--- config.mk ---
export PLATFORM = sky130hd
export DESIGN_NAME = prg_overlay_mapper
export DESIGN_NICKNAME = d
export VERILOG_FILES = /design/src/rtl/prg_overlay_pkg.sv /design/src/rtl/map_cfg_latch.sv /design/src/rtl/prg_slot_decode.sv /design/src/rtl/mirror_select.sv /design/src/rtl/prg_overlay_mapper.sv
export SDC_FILE = /design/constraint.sdc
export NUM_CORES = 1
export LEC_CHECK = 0
export ABC_AREA = 1
export BUFFER_PORTS_ARGS = -buffer_cell sky130_fd_sc_hd__buf_2
export CORE_ASPECT_RATIO = 1.2
export CORE_MARGIN = 2
export CORE_UTILIZATION = 30
export CTS_CLUSTER_SIZE = 25
export DETAILED_ROUTE_END_ITERATION = 12
export SLEW_MARGIN = 10
export SYNTH_ARGS = -nofsm -noshare
export SYNTH_HDL_FRONTEND = slang
export SYNTH_HIERARCHICAL = 1
export SYNTH_SLANG_ARGS = --single-unit
--- constraint.sdc ---
create_clock -name clk -period 1.1 [get_ports clk]
set_input_delay 0.165 -clock clk [delete_from_list [all_inputs] [get_ports clk]]
set_output_delay 0.165 -clock clk [all_outputs]
set_load 0.005 [all_outputs]
--- src/rtl/prg_overlay_pkg.sv ---
package prg_overlay_pkg;

  localparam int BANK_W = 8;
  localparam int SLOT_W = 2;

  typedef struct packed {
    logic              hi_u;
    logic [SLOT_W-1:0] win;
    logic              quad;
    logic              hi_l;
    logic              rep8;
    logic              horiz;
    logic [BANK_W-1:0] bank;
  } map_cfg_t;

  localparam int CFG_DATA_W = 7;

  function automatic logic rep_mode(map_cfg_t c);
    return c.rep8 && !c.quad;
  endfunction

  function automatic logic [BANK_W-1:0] page_for_slot(map_cfg_t c, logic [SLOT_W-1:0] s);
    logic [BANK_W-1:0] p;
    if (c.quad) begin
      p = {c.bank[BANK_W-1:SLOT_W], s};
      if (s == '1) begin
        p[SLOT_W]   = p[SLOT_W]   | c.hi_l;
        p[SLOT_W+1] = p[SLOT_W+1] | (c.hi_l & c.hi_u);
      end
    end else if (c.rep8) begin
      p = c.bank;
    end else if (s[SLOT_W-1]) begin
      p = {{(BANK_W-1){1'b0}}, s[0]};
    end else begin
      p = {c.bank[BANK_W-1:1], s[0]};
    end
    return p;
  endfunction

  function automatic logic ram_covers(map_cfg_t c, logic [SLOT_W-1:0] s);
    logic [SLOT_W-1:0] alt;
    alt = c.win ^ {1'b1, {(SLOT_W-1){1'b0}}};
    return (s == c.win) || (rep_mode(c) && (s == alt));
  endfunction

endpackage

--- src/rtl/map_cfg_latch.sv ---
module map_cfg_latch
  import prg_overlay_pkg::*;
#(
  parameter int ADDR_LSB = 5
) (
  input  logic                  clk,
  input  logic                  rst_n,
  input  logic [2:0]            a_top,
  input  logic [BANK_W-1:0]     a_bank,
  input  logic [CFG_DATA_W-1:0] d_cfg,
  input  logic                  cpu_rw,
  input  logic                  m2,
  output map_cfg_t              cfg,
  output logic                  load_ev,
  output logic                  skip_ev
);

  logic wr_cycle;
  assign wr_cycle = a_top[2] && !cpu_rw && m2;
  assign skip_ev  = wr_cycle && (a_top[1:0] == 2'b11);
  assign load_ev  = wr_cycle && (a_top[1:0] != 2'b11);

  always_ff @(posedge clk or negedge rst_n) begin
    if (!rst_n) begin
      cfg <= '0;
    end else if (load_ev) begin
      cfg.bank  <= a_bank;
      cfg.horiz <= d_cfg[0];
      cfg.rep8  <= d_cfg[1];
      cfg.hi_l  <= d_cfg[2];
      cfg.quad  <= d_cfg[3];
      cfg.win   <= d_cfg[5:4];
      cfg.hi_u  <= d_cfg[6];
    end
  end

  assert_capture_bank_R2: assert property (@(posedge clk) disable iff (!rst_n)
    load_ev |=> (cfg.bank == $past(a_bank)));

  assert_top_write_hold_R3: assert property (@(posedge clk) disable iff (!rst_n)
    skip_ev |=> $stable(cfg));

endmodule

--- src/rtl/prg_slot_decode.sv ---
module prg_slot_decode
  import prg_overlay_pkg::*;
(
  input  map_cfg_t          cfg,
  input  logic [2:0]        a_top,
  input  logic              cpu_rw,
  input  logic              m2,
  output logic [BANK_W-1:0] prg_addr,
  output logic [3:0]        slot_hits,
  output logic              rom_sel,
  output logic              ram_sel,
  output logic              ram_we
);

  logic [SLOT_W-1:0] slot;
  logic              in_win;
  assign slot = a_top[1:0];

  for (genvar g = 0; g < 4; g++) begin : g_hit
    assign slot_hits[g] = ram_covers(cfg, SLOT_W'(g));
  end

  assign in_win   = slot_hits[slot];
  assign prg_addr = page_for_slot(cfg, slot);
  assign ram_sel  = a_top[2] && in_win;
  assign ram_we   = ram_sel && !cpu_rw && m2;
  assign rom_sel  = a_top[2] && cpu_rw && !in_win;

endmodule

--- src/rtl/mirror_select.sv ---
module mirror_select (
  input  logic horiz,
  input  logic ppu_a10,
  input  logic ppu_a11,
  output logic ciram_a10
);

  assign ciram_a10 = horiz ? ppu_a11 : ppu_a10;

endmodule

--- src/rtl/prg_overlay_mapper.sv ---
module prg_overlay_mapper
  import prg_overlay_pkg::*;
#(
  parameter int ADDR_LSB = 5
) (
  input  logic        clk,
  input  logic        rst_n,
  input  logic [15:0] cpu_addr,
  input  logic [7:0]  cpu_data,
  input  logic        cpu_rw,
  input  logic        m2,
  input  logic        ppu_a10,
  input  logic        ppu_a11,
  output logic [7:0]  prg_addr,
  output logic        rom_sel,
  output logic        ram_sel,
  output logic        ram_we,
  output logic        ciram_a10
);

  map_cfg_t   cfg;
  logic       load_ev;
  logic       skip_ev;
  logic [3:0] slot_hits;
  logic       unused_bits;

  assign unused_bits = ^{cpu_addr[ADDR_LSB-1:0], cpu_data[7]};

  map_cfg_latch #(.ADDR_LSB(ADDR_LSB)) u_latch (
    .clk     (clk),
    .rst_n   (rst_n),
    .a_top   (cpu_addr[15:13]),
    .a_bank  (cpu_addr[ADDR_LSB +: BANK_W]),
    .d_cfg   (cpu_data[CFG_DATA_W-1:0]),
    .cpu_rw  (cpu_rw),
    .m2      (m2),
    .cfg     (cfg),
    .load_ev (load_ev),
    .skip_ev (skip_ev)
  );

  prg_slot_decode u_decode (
    .cfg       (cfg),
    .a_top     (cpu_addr[15:13]),
    .cpu_rw    (cpu_rw),
    .m2        (m2),
    .prg_addr  (prg_addr),
    .slot_hits (slot_hits),
    .rom_sel   (rom_sel),
    .ram_sel   (ram_sel),
    .ram_we    (ram_we)
  );

  mirror_select u_mirror (
    .horiz     (cfg.horiz),
    .ppu_a10   (ppu_a10),
    .ppu_a11   (ppu_a11),
    .ciram_a10 (ciram_a10)
  );

  assert_chip_exclusive_R9: assert property (@(posedge clk) disable iff (!rst_n)
    !(rom_sel && ram_sel));

  assert_we_qualified_R9: assert property (@(posedge clk) disable iff (!rst_n)
    ram_we |-> (ram_sel && m2 && !cpu_rw && cpu_addr[15]));

  assert_window_count_R8: assert property (@(posedge clk) disable iff (!rst_n)
    $countones(slot_hits) == ((cfg.rep8 && !cfg.quad) ? 2 : 1));

  assert_fixed_upper_R4: assert property (@(posedge clk) disable iff (!rst_n)
    (!cfg.quad && !cfg.rep8 && cpu_addr[15] && cpu_addr[14]) |-> (prg_addr[7:1] == 7'd0));

endmodule

; Word-level counts from Yosys, hierarchy flattened
; Cells that the tools add are included.
[totals]
reg_bits = 15
input_bits = 30
out_inout_bits = 12
[classes]
order_cmp = 1
n_eq_ne = 8
n_mux = 7
bitwise_logic = 4
n_reduce_logical = 22
[ops]
columns = operator, n
row1 = 2-to-1 mux 8 bit, 3
row2 = logical AND 1 bit, 13
row3 = equality test 2 bit (first input constant), 4
row4 = equality test 1 x 2 -> 1 bit (first input constant), 2
row5 = zero test 2 bit, 2
row6 = logical OR 1 bit, 4
row7 = zero test 1 bit, 3
row8 = < comparator 2 x 3 -> 1 bit (second input constant), 1
row9 = binary-select mux 1 bit (select 2 bit), 1
row10 = equality test 2 bit (second input constant), 1
row11 = 2-to-1 mux 1 bit, 2
row12 = 2-to-1 mux 2 bit, 1
row13 = != test 2 bit (second input constant), 1
row14 = bitwise OR 1 bit, 2
row15 = bitwise AND 1 bit, 1
row16 = inverter 1 bit, 1

; Logic depth before layout (Yosys ltp)
; Gate-level depths: netlist of run 1.
[depth]
ltp_word = 9
ltp_mapped = 7
depth_no_buf = 7

; By module
; The synthesis of run 1 kept the hierarchy.
[modules_own_cells]
columns = mod, instances, cells_per_inst, area_each_um2
row1 = map_cfg_latch, 1, 70, 645.6
row2 = prg_slot_decode, 1, 47, 251.5
row3 = mirror_select, 1, 4, 15.0

; Worst setup path before layout of run 1
; Ideal clock, no wire load.
[synth_path]
path_kind = register to output
start = register u_latch/cfg[11] (netlist name)
end = output port ram_we
arrival_time_ps = 924
path_slack_ps = 11
stages_incl_launch_ff = 8
path_buffers = 0
path_cell_list = dfrtp_1 > inv_2 > nand2_4 > nand2_2 > nand3_2 > nand3_2 > nand3_2 > nor2_2
[synth_via]
elab_chain_len = 9
word_cells_on_any_way = 15
classes_between = mux: 2 / reduce/logical: 13
[synth_rtl]
columns = item, line_no
row1 = zero test 1 bit (*), prg_overlay_pkg.sv:19  ; return c.rep8 && !c.quad;
row2 = logical AND 1 bit (*), prg_overlay_pkg.sv:19
row3 = logical AND 1 bit, prg_overlay_pkg.sv:43  ; return (s == c.win) || (rep_mode(c) && (s == alt));
row4 = logical OR 1 bit, prg_overlay_pkg.sv:43
row5 = binary-select mux 1 bit (select 2 bit) (*), prg_slot_decode.sv:23  ; assign in_win = slot_hits[slot];
row6 = 2-to-1 mux 1 bit (implied by the code) (*), prg_slot_decode.sv:23
row7 = logical AND 1 bit (*), prg_slot_decode.sv:25  ; assign ram_sel = a_top[2] && in_win;
row8 = logical AND 1 bit (*) (2 in a row), prg_slot_decode.sv:26  ; assign ram_we = ram_sel && !cpu_rw && m2;
row9 = end: declaration, prg_overlay_mapper.sv:17  ; output logic ram_we,
; Mark *: on every way between the ends. The rest lies on a longest branch, timed or not. The select of a mux whose other input is x is not followed.

; Worst setup path after layout of run 1
[layout_path]
start = register u_latch/cfg[11] (netlist name)
end = output port ram_we
[layout_via]
elab_chain_len = 9
word_cells_on_any_way = 15
classes_between = mux: 2 / reduce/logical: 13
[layout_rtl]
columns = item, line_no
row1 = zero test 1 bit (*), prg_overlay_pkg.sv:19
row2 = logical AND 1 bit (*), prg_overlay_pkg.sv:19
row3 = logical AND 1 bit, prg_overlay_pkg.sv:43
row4 = logical OR 1 bit, prg_overlay_pkg.sv:43
row5 = binary-select mux 1 bit (select 2 bit) (*), prg_slot_decode.sv:23
row6 = 2-to-1 mux 1 bit (implied by the code) (*), prg_slot_decode.sv:23
row7 = logical AND 1 bit (*), prg_slot_decode.sv:25
row8 = logical AND 1 bit (*) (2 in a row), prg_slot_decode.sv:26
; Marks and branches as above.

==> results of run 1 <==
## path summary, 6_finish.rpt
path	from	to	slack, ps	cells after the start
min in group asynchronous	rst_n	u_latch/cfg[11]$_DFFE_PN0P_	310	2
setup reg to reg	u_latch/cfg[11]$_DFFE_PN0P_	u_latch/cfg[11]$_DFFE_PN0P_	250	4
setup / recovery	u_latch/cfg[11]$_DFFE_PN0P_	ram_we	-380	8
hold reg to reg	u_latch/cfg[2]$_DFFE_PN0P_	u_latch/cfg[2]$_DFFE_PN0P_	480	2
hold / removal	cpu_addr[12]	u_latch/cfg[7]$_DFFE_PN0P_	110	3
max in group asynchronous	rst_n	u_latch/cfg[9]$_DFFE_PN0P_	510	2
## through the flow
| stage | setup slack (ps) | TNS [ps] | power [W] |
|---|---|---|---|
| final | -379 | -3230 | 0.00165 |
| after global routing | -457 | -4060 | 0.00177 |
| after CTS | -401 | -3810 | 0.00155 |
| after detailed placement | -86.6 | -425 | 0.00124 |
| after global placement | -83.0 | -283 | 0.00122 |
| after floorplan | 33.7 | 0 | 0.00101 |
## per-layer routing
| metal | global-route usage | share of wire | up-vias |
|---|---|---|---|
| met3 | 0.00711 | 0.035 | 2 |
| met4 | 0.0769 | 0.013 | 0 |
| met2 | 0.222 | 0.54 | 18 |
| met5 | 0 | 0 | - |
| li1 | - | - | 450 |
| met1 | 0.141 | 0.41 | 406 |
## final cells by class
class / count / area, sq um / share of cell area
clock buffers: 4 / 26.3 / 0.0209
multi-input cells: 81 / 463 / 0.368
inverters: 13 / 48.8 / 0.0388
repair buffers: 49 / 302 / 0.240
well taps: 34 / 42.5 / 0.0338
flip-flops and latches: 15 / 377 / 0.299
## timing repair
item                                    4_1_cts  5_1_grt
pin swaps                                     1        3
endpoints found under the hold margin        15        0
hold buffers                                  1        0
gates resized for setup                       0       19
setup buffers                                 0        4
gates cloned                                  0        0
endpoints found under the setup margin       11       12
## power by group through the flow
stage / registers, W / logic, W / clock network (W)
after floorplan: 0.000719 / 0.000291 / 0
final: 0.000736 / 0.000611 / 0.000306
after detailed placement: 0.000734 / 0.000504 / 0
after global routing: 0.000747 / 0.000683 / 0.000341
after CTS: 0.000723 / 0.000508 / 0.000320
after global placement: 0.000731 / 0.000492 / 0
## worst reg2reg max path, cell delays in order (launching register included)
cell,delay [ps]
dfrtp_1,400
buf_4,130
buf_4,120
nand2_1,50
nand2_1,50
==> impl_metrics.json, run 1 <==
{
  "critPathCaptureType": "output port",
  "max-cap-violations": 0,
  "slew_viol_final": 0,
  "rsz0062_at_grt": "yes",
  "report.final.hold_viol_count": 0,
  "routabilityCongestion": 0.756,
  "cts.clk_slew.worst_paths_ps": 90,
  "synthCells": 112,
  "drive_above_1_share": 0.494,
  "power.switching_w": 0.000550,
  "globalRouteTotalUtil": 0.126,
  "core_area_sq_mm": 0.00279,
  "setup_viol": 11,
  "power.density_cell_area_mw_per_mm2": 1310,
  "cts_sinks": 15,
  "critPathKind": "reg2out",
  "largest_reg_flops": 15,
  "cp_top_family": "simple AND/OR/NAND/NOR gates",
  "biggestRegsByFlops": "u_latch/cfg: 15 flops",
  "antennaDiodeCount": 0,
  "maxSlewHeadroom": 0.775,
  "worst_ep_required_time_ps": 940,
  "fillCellCount": 300,
  "cp-start-kind": "flip-flop",
  "grt_antenna_before_repair": 0,
  "most-common-layout-cells": "nand2_1 (39), buf_2 (32), nand3_1 (15), dfrtp_1 (14), buf_4 (13)",
  "postSynthAreaPerCell_sq_um": 7.82,
  "fmax_mhz": 676,
  "finalNetCount": 193,
  "routed_wirelength_mm": 2.03,
  "clk-insertion-delay-late_ps": 270,
  "power.ir.vdd_worst_mv": 0.592,
  "critical-path-slowest-cell": "dfrtp_1",
  "dp_hpwl_mm": 1.59,
  "first_pass_grt_wire_length_mm": 3.20,
  "globalRoute.totalOverflow": 0,
  "final_common_cell": "nand2_1",
  "detailroute.via_count": 876,
  "worst-slew-pin-transition_ps": 337,
  "violations_in_the_final_reports": "setup timing",
  "min-delay-path-class": "in2reg",
  "placedInstanceArea_sq_mm": 0.00113,
  "die-width_um": 53.3,
  "internal-power_w": 0.00110,
  "io_pins": 42,
  "core.rowCount": 21,
  "ant_nets": 0,
  "max_stage_delay_ps": 400,
  "syn_area_sq_um": 876,
  "result_of_the_run": "complete, but fails checks",
  "number_of_search_and_repair_iterations_in_the_first_detailed_routing_pass": 6,
  "detail_route.drc_violations": 0,
  "critical_path.most_common_cell": "nand3_2",
  "cts_root_buf": "clkbuf_4",
  "crit_arrival_ps": 1310,
  "power_switching_share": 0.333,
  "place_inst": 187,
  "crit_chain": "inv_2, nand2_4, nand2_4, nand3_2, nand3_2, nand3_2, nor2_2, buf_2",
  "start_util": 0.314,
  "clock_power_share": 0.185,
  "share_comb_of_total_power": 0.370,
  "tritoncts_clock_tree": "yes",
  "synth_fp_nets": 142,
  "grt_start_max_net_pins": 16,
  "post-route-min-period_ps": 1480,
  "path_buf_inv": 2,
  "drt_iter0_drc": 16,
  "p_leak_nw": 0.736,
  "clock_skew_after_layout_ps": 0,
  "post-route-cell-area_sq_mm": 0.00126,
  "largest_register": "u_latch/cfg",
  "die_height_um": 63.2,
  "finalHoldWorstSlack_ps": 107,
  "path_max_fanout": 3,
  "timing.final.crit_share": 1.34,
  "die_area_sq_mm": 0.00337,
  "ys_warn_count": 6,
  "cts_inserted_buffers": 3,
  "cts_buffer_depth": 2,
  "route.detailed.wl_per_inst_um": 10.3,
  "power.share.sequential": 0.445,
  "post_drt_via_cell_ratio": 4.47,
  "setup_slack_ps": -379,
  "portBuffers": 35,
  "fin_cells": 196,
  "util_after_layout": 0.452,
  "ctsHtreeMaxLevel": 1,
  "via_count_of_the_first_global_routing_pass": 820,
  "layout-area-overhead-vs-synth_pct": 43.7
}
(Power assumes the default switching activity.)
==> run 2, diff against run 1 <==
- clock period: 1.1 -> 1.9 ns (I/O delays scaled with it)
==> impl_metrics.json, run 2 (synthesis gave the netlist of run 1 again) <==
{
  "grt_antenna_before_repair": 0,
  "preCtsSetupSlack_ps": 507,
  "grt_start_max_net_pins": 17,
  "finalNetCount": 180,
  "power.share.sequential": 0.489,
  "dp_hpwl_mm": 1.54,
  "power.switching_w": 0.000287,
  "cp-start-kind": "flip-flop",
  "post_drt_via_cell_ratio": 4.50,
  "setup_slack_ps": 235,
  "fin_cells": 183,
  "layout-area-overhead-vs-synth_pct": 25.9,
  "cts_sinks": 15,
  "globalRouteTotalUtil": 0.135,
  "power.density_cell_area_mw_per_mm2": 778,
  "die_area_sq_mm": 0.00337,
  "reg2reg_slack_ps": 1220,
  "portBuffers": 35,
  "result_of_the_run": "finished, final reports clean",
  "worstReg2RegEnd": "u_latch/cfg[12]$_DFFE_PN0P_",
  "clock_power_share": 0.206,
  "ctsResizeCount": 0,
  "worst-slew-pin-transition_ps": 346,
  "antennaDiodeCount": 0,
  "rsz0062_at_grt": "no",
  "first_pass_grt_wire_length_mm": 3.34,
  "post-layout-total-power_w": 0.000858,
  "placedInstanceArea_sq_mm": 0.00107,
  "maxSlewHeadroom": 0.769,
  "power_switching_share": 0.334,
  "largest_reg_flops": 15,
  "core_area_sq_mm": 0.00279,
  "die_height_um": 63.2,
  "cts_inserted_buffers": 3,
  "number_of_search_and_repair_iterations_in_the_first_detailed_routing_pass": 4,
  "largest_register": "u_latch/cfg",
  "share_comb_of_total_power": 0.305,
  "drive_above_1_share": 0.369,
  "fillCellCount": 302,
  "timing.final.crit_share": 0.876,
  "path_max_fanout": 4,
  "cts.clk_slew.worst_paths_ps": 90,
  "drt_iter0_drc": 21,
  "hold-path-cell-count": 3,
  "clk-insertion-delay-late_ps": 270,
  "globalRoute.totalOverflow": 0,
  "final_common_cell": "nand2_1",
  "routed_wirelength_mm": 2.00,
  "die-width_um": 53.3,
  "r2r_cells": 2,
  "route.detailed.wl_per_inst_um": 10.9,
  "p_leak_nw": 0.665,
  "fmax_mhz": 601,
  "io_pins": 42,
  "power.ir.vdd_worst_mv": 0.372,
  "core.rowCount": 21,
  "slew_viol_final": 0,
  "post-route-cell-area_sq_mm": 0.00110,
  "critPathCaptureType": "output port",
  "critPathKind": "reg2out",
  "clock_skew_after_layout_ps": 0,
  "setup_viol": 0,
  "totalNegativeSetupSlack_ps": 0,
  "min-delay-path-class": "in2reg",
  "ant_nets": 0,
  "cts_buffer_depth": 2,
  "report.final.hold_viol_count": 0,
  "routabilityCongestion": 0.693,
  "detailroute.via_count": 823,
  "biggestRegsByFlops": "u_latch/cfg: 15 flops",
  "critical_r2r_launch": "u_latch/cfg[12]$_DFFE_PN0P_",
  "via_count_of_the_first_global_routing_pass": 819,
  "timing.hold.worst.start": "cpu_addr[12]",
  "internal-power_w": 0.000571,
  "cts_root_buf": "clkbuf_4",
  "crit_arrival_ps": 1380,
  "place_inst": 178,
  "detail_route.drc_violations": 0,
  "max-cap-violations": 0,
  "worst_ep_required_time_ps": 1620,
  "most-common-layout-cells": "nand2_1 (44), buf_2 (35), nand3_1 (15), dfrtp_1 (15), inv_1 (11)",
  "timing.hold.worst_endpoint": "u_latch/cfg[7]$_DFFE_PN0P_",
  "ctsHtreeMaxLevel": 1,
  "post-route-min-period_ps": 1670,
  "start_util": 0.314,
  "tritoncts_clock_tree": "yes"
}
[run 2: through the flow]
step	hold slack (ps)	utilization
after detailed placement	206	0.383
after global placement	201	0.383
after floorplan	-10.6	-
final	227	0.396
after global routing	231	0.396
after CTS	216	0.396
[run 2: worst max-delay path, cell delays in order, from the launching register on]
cell     delay (ps)
dfrtp_1         420
inv_2           110
nand2_4          80
nand2_4          70
nand3_2          70
nand3_2          90
nand3_2          90
nor2_2           80
buf_2           110
[run 2: worst max path at each step]
| stage | endpoint | from |
|---|---|---|
| final | ram_we | u_latch/cfg[11]$_DFFE_PN0P_ |
| after global routing | ram_we | u_latch/cfg[11]$_DFFE_PN0P_ |
| after CTS | ram_we | u_latch/cfg[11]$_DFFE_PN0P_ |
| after detailed placement | prg_addr[3] | cpu_addr[14] |
| after global placement | prg_addr[3] | cpu_addr[14] |
| after floorplan | ram_we | u_latch/cfg[11]$_DFFE_PN0P_ |
[run 2: repair_timing]
item,in CTS,in global routing
hold endpoints to repair,15,0
buffers inserted,0,0
hold buffers,1,0
[run 2: area by class of cell]
class	count	area (sq um)	area share
multi-input combinational	81	424	0.385
sequential	15	375	0.341
timing repair buffer	36	185	0.168
inverter	13	48.8	0.0443
tap	34	42.5	0.0386
clock buffer	4	26.3	0.0238
[run 2: power by group through the flow]
stage	clock network, W	registers [W]	logic (W)
after CTS	0.000187	0.000420	0.000267
final	0.000177	0.000419	0.000262
after detailed placement	0	0.000427	0.000264
after floorplan	0	0.000416	0.000168
after global routing	0.000201	0.000428	0.000300
after global placement	0	0.000424	0.000256
[run 2: metal layers]
metal / up-vias / wire length [um] / GRT usage
met5: - / 0 / 0
met4: 0 / 36 / 0.0865
met3: 2 / 61 / 0.00948
met2: 18 / 1060 / 0.238
met1: 379 / 839 / 0.149
li1: 424 / - / -
==> run 3, diff against run 2 <==
- ABC_AREA: 1 -> unset
==> impl_metrics.json, run 3 <==
{
  "portBuffers": 35,
  "detail_route.drc_violations": 0,
  "io_pins": 42,
  "grt_antenna_before_repair": 0,
  "routabilityCongestion": 0.651,
  "critical-path-slowest-cell": "dfrtp_1",
  "layout-area-overhead-vs-synth_pct": 27.3,
  "start_util": 0.320,
  "critPathKind": "reg2out",
  "timing.critical_path.depth": 4,
  "most-common-layout-cells": "buf_2 (35), dfrtp_1 (15), mux2_4 (10), nand2_1 (6), mux2_2 (6)",
  "cts.clk_slew.worst_paths_ps": 90,
  "ant_nets": 0,
  "worst_ep_required_time_ps": 1620,
  "finalHoldWorstSlack_ps": 222,
  "result_of_the_run": "finished, final reports clean",
  "route.detailed.wl_per_inst_um": 11.7,
  "antennaDiodeCount": 0,
  "min-delay-path-class": "in2reg",
  "postSynthAreaPerCell_sq_um": 13.4,
  "placedInstanceArea_sq_mm": 0.00100,
  "maxSlewHeadroom": 0.779,
  "power.density_cell_area_mw_per_mm2": 865,
  "biggestRegsByFlops": "u_latch/cfg: 15 flops",
  "drt_iter0_drc": 7,
  "path_max_fanout": 4,
  "synthCells": 61,
  "via_count_of_the_first_global_routing_pass": 573,
  "dp_hpwl_mm": 1.22,
  "post_drt_via_cell_ratio": 4.48,
  "hold-path-cell-count": 2,
  "cp-start-kind": "flip-flop",
  "path_buf_inv": 1,
  "syn_area_sq_um": 817,
  "die_area_sq_mm": 0.00316,
  "p_leak_nw": 0.558,
  "post-route-cell-area_sq_mm": 0.00104,
  "die_height_um": 61.2,
  "rsz0062_at_grt": "no",
  "globalRoute.totalOverflow": 0,
  "power_switching_share": 0.283,
  "timing.final.crit_share": 0.892,
  "worst-slew-pin-transition_ps": 332,
  "power.ir.vdd_worst_mv": 0.493,
  "ctsHtreeMaxLevel": 1,
  "cts_buffer_depth": 2,
  "first_pass_grt_wire_length_mm": 2.43,
  "ys_warn_count": 6,
  "largest_register": "u_latch/cfg",
  "post-route-min-period_ps": 1690,
  "crit_arrival_ps": 1410,
  "clock_power_share": 0.200,
  "power.switching_w": 0.000255,
  "fmax_mhz": 590,
  "cp_top_family": "simple AND/OR/NAND/NOR gates",
  "util_after_layout": 0.407,
  "tritoncts_clock_tree": "yes",
  "core.rowCount": 20,
  "routed_wirelength_mm": 1.54,
  "post-layout-total-power_w": 0.000900,
  "largest_reg_flops": 15,
  "cts_root_buf": "clkbuf_4",
  "internal-power_w": 0.000645,
  "report.final.hold_viol_count": 0,
  "slew_viol_final": 0,
  "core_area_sq_mm": 0.00255,
  "share_comb_of_total_power": 0.313,
  "die-width_um": 51.6,
  "clk-insertion-delay-late_ps": 280,
  "globalRouteTotalUtil": 0.107,
  "setup_viol": 0,
  "max-cap-violations": 0,
  "cts_setup_buffers": 0,
  "finalNetCount": 130,
  "totalNegativeSetupSlack_ps": 0,
  "number_of_search_and_repair_iterations_in_the_first_detailed_routing_pass": 3,
  "power.share.sequential": 0.487,
  "critPathCaptureType": "output port",
  "cts_sinks": 15,
  "drive_above_1_share": 0.586,
  "cts_inserted_buffers": 3,
  "final_common_cell": "buf_2",
  "fillCellCount": 265,
  "synth_fp_nets": 91,
  "r2r_cells": 1,
  "detailroute.via_count": 592,
  "max_stage_delay_ps": 430,
  "grt_start_max_net_pins": 16,
  "clock_skew_after_layout_ps": 0,
  "crit_chain": "nand2b_1, nor2_1, nor2b_1, buf_2"
}
==> run 3: cell count changes in the layout (fill, tap and decap cells not counted), sizes merged, moves of 2 or more <==
cell and delta:
nand2b +3, mux2 +17, nor2b +4, nor2 -2, inv -13, nand2 -44
nand3 -22
==> run 3: cell type report <==
class                   count  area, sq um  share of cell area
well taps                  33         41.3              0.0397
flip-flops and latches     15          375               0.361
clock buffers               3         22.5              0.0217
repair buffers             36          185               0.178
multi-input cells          44          410               0.395
clock inverters             1         5.00             0.00481
==> run 3: timing repair <==
| action | CTS | global route |
|---|---|---|
| gates resized for setup | 0 | 0 |
| endpoints found under the hold margin | 15 | 0 |
| setup endpoints to repair | 0 | 0 |
| hold buffers | 1 | 0 |
==> run 3: metal layers <==
| metal | routed length, um | up-vias | track usage |
|---|---|---|---|
| li1 | - | 288 | - |
| met1 | 649 | 274 | 0.127 |
| met2 | 748 | 26 | 0.176 |
| met3 | 115 | 4 | 0.0194 |
| met4 | 25 | 0 | 0.0789 |
| met5 | 0 | - | 0 |
==> run 3: worst paths after layout <==
path,start,end,slack [ps]
setup / recovery,u_latch/cfg[9]$_DFFE_PN0P_,prg_addr[5],210
hold / removal,cpu_addr[7],u_latch/cfg[2]$_DFFE_PN0P_,220
setup reg to reg,u_latch/cfg[11]$_DFFE_PN0P_,u_latch/cfg[11]$_DFFE_PN0P_,1060
hold reg to reg,u_latch/cfg[5]$_DFFE_PN0P_,u_latch/cfg[5]$_DFFE_PN0P_,510
max in group asynchronous,rst_n,u_latch/cfg[9]$_DFFE_PN0P_,1240
min in group asynchronous,rst_n,u_latch/cfg[8]$_DFFE_PN0P_,410
==> run 3: power groups by stage <==
stage | Combinational [W] | Clock, W | Sequential (W)
2_1_floorplan | 0.000189 | 0 | 0.000430
3_3_place_gp | 0.000276 | 0 | 0.000443
3_5_place_dp | 0.000282 | 0 | 0.000446
4_1_cts | 0.000286 | 0.000192 | 0.000440
5_1_grt | 0.000311 | 0.000206 | 0.000450
6_report | 0.000282 | 0.000180 | 0.000438
==> run 3: stage by stage <==
| stage | setup WS (ps) | cells |
|---|---|---|
| final | 205 | 132 |
| after floorplan | 690 | 61 |
| after global routing | 101 | 132 |
| after global placement | 554 | 127 |
| after CTS | 189 | 132 |
| after detailed placement | 523 | 127 |
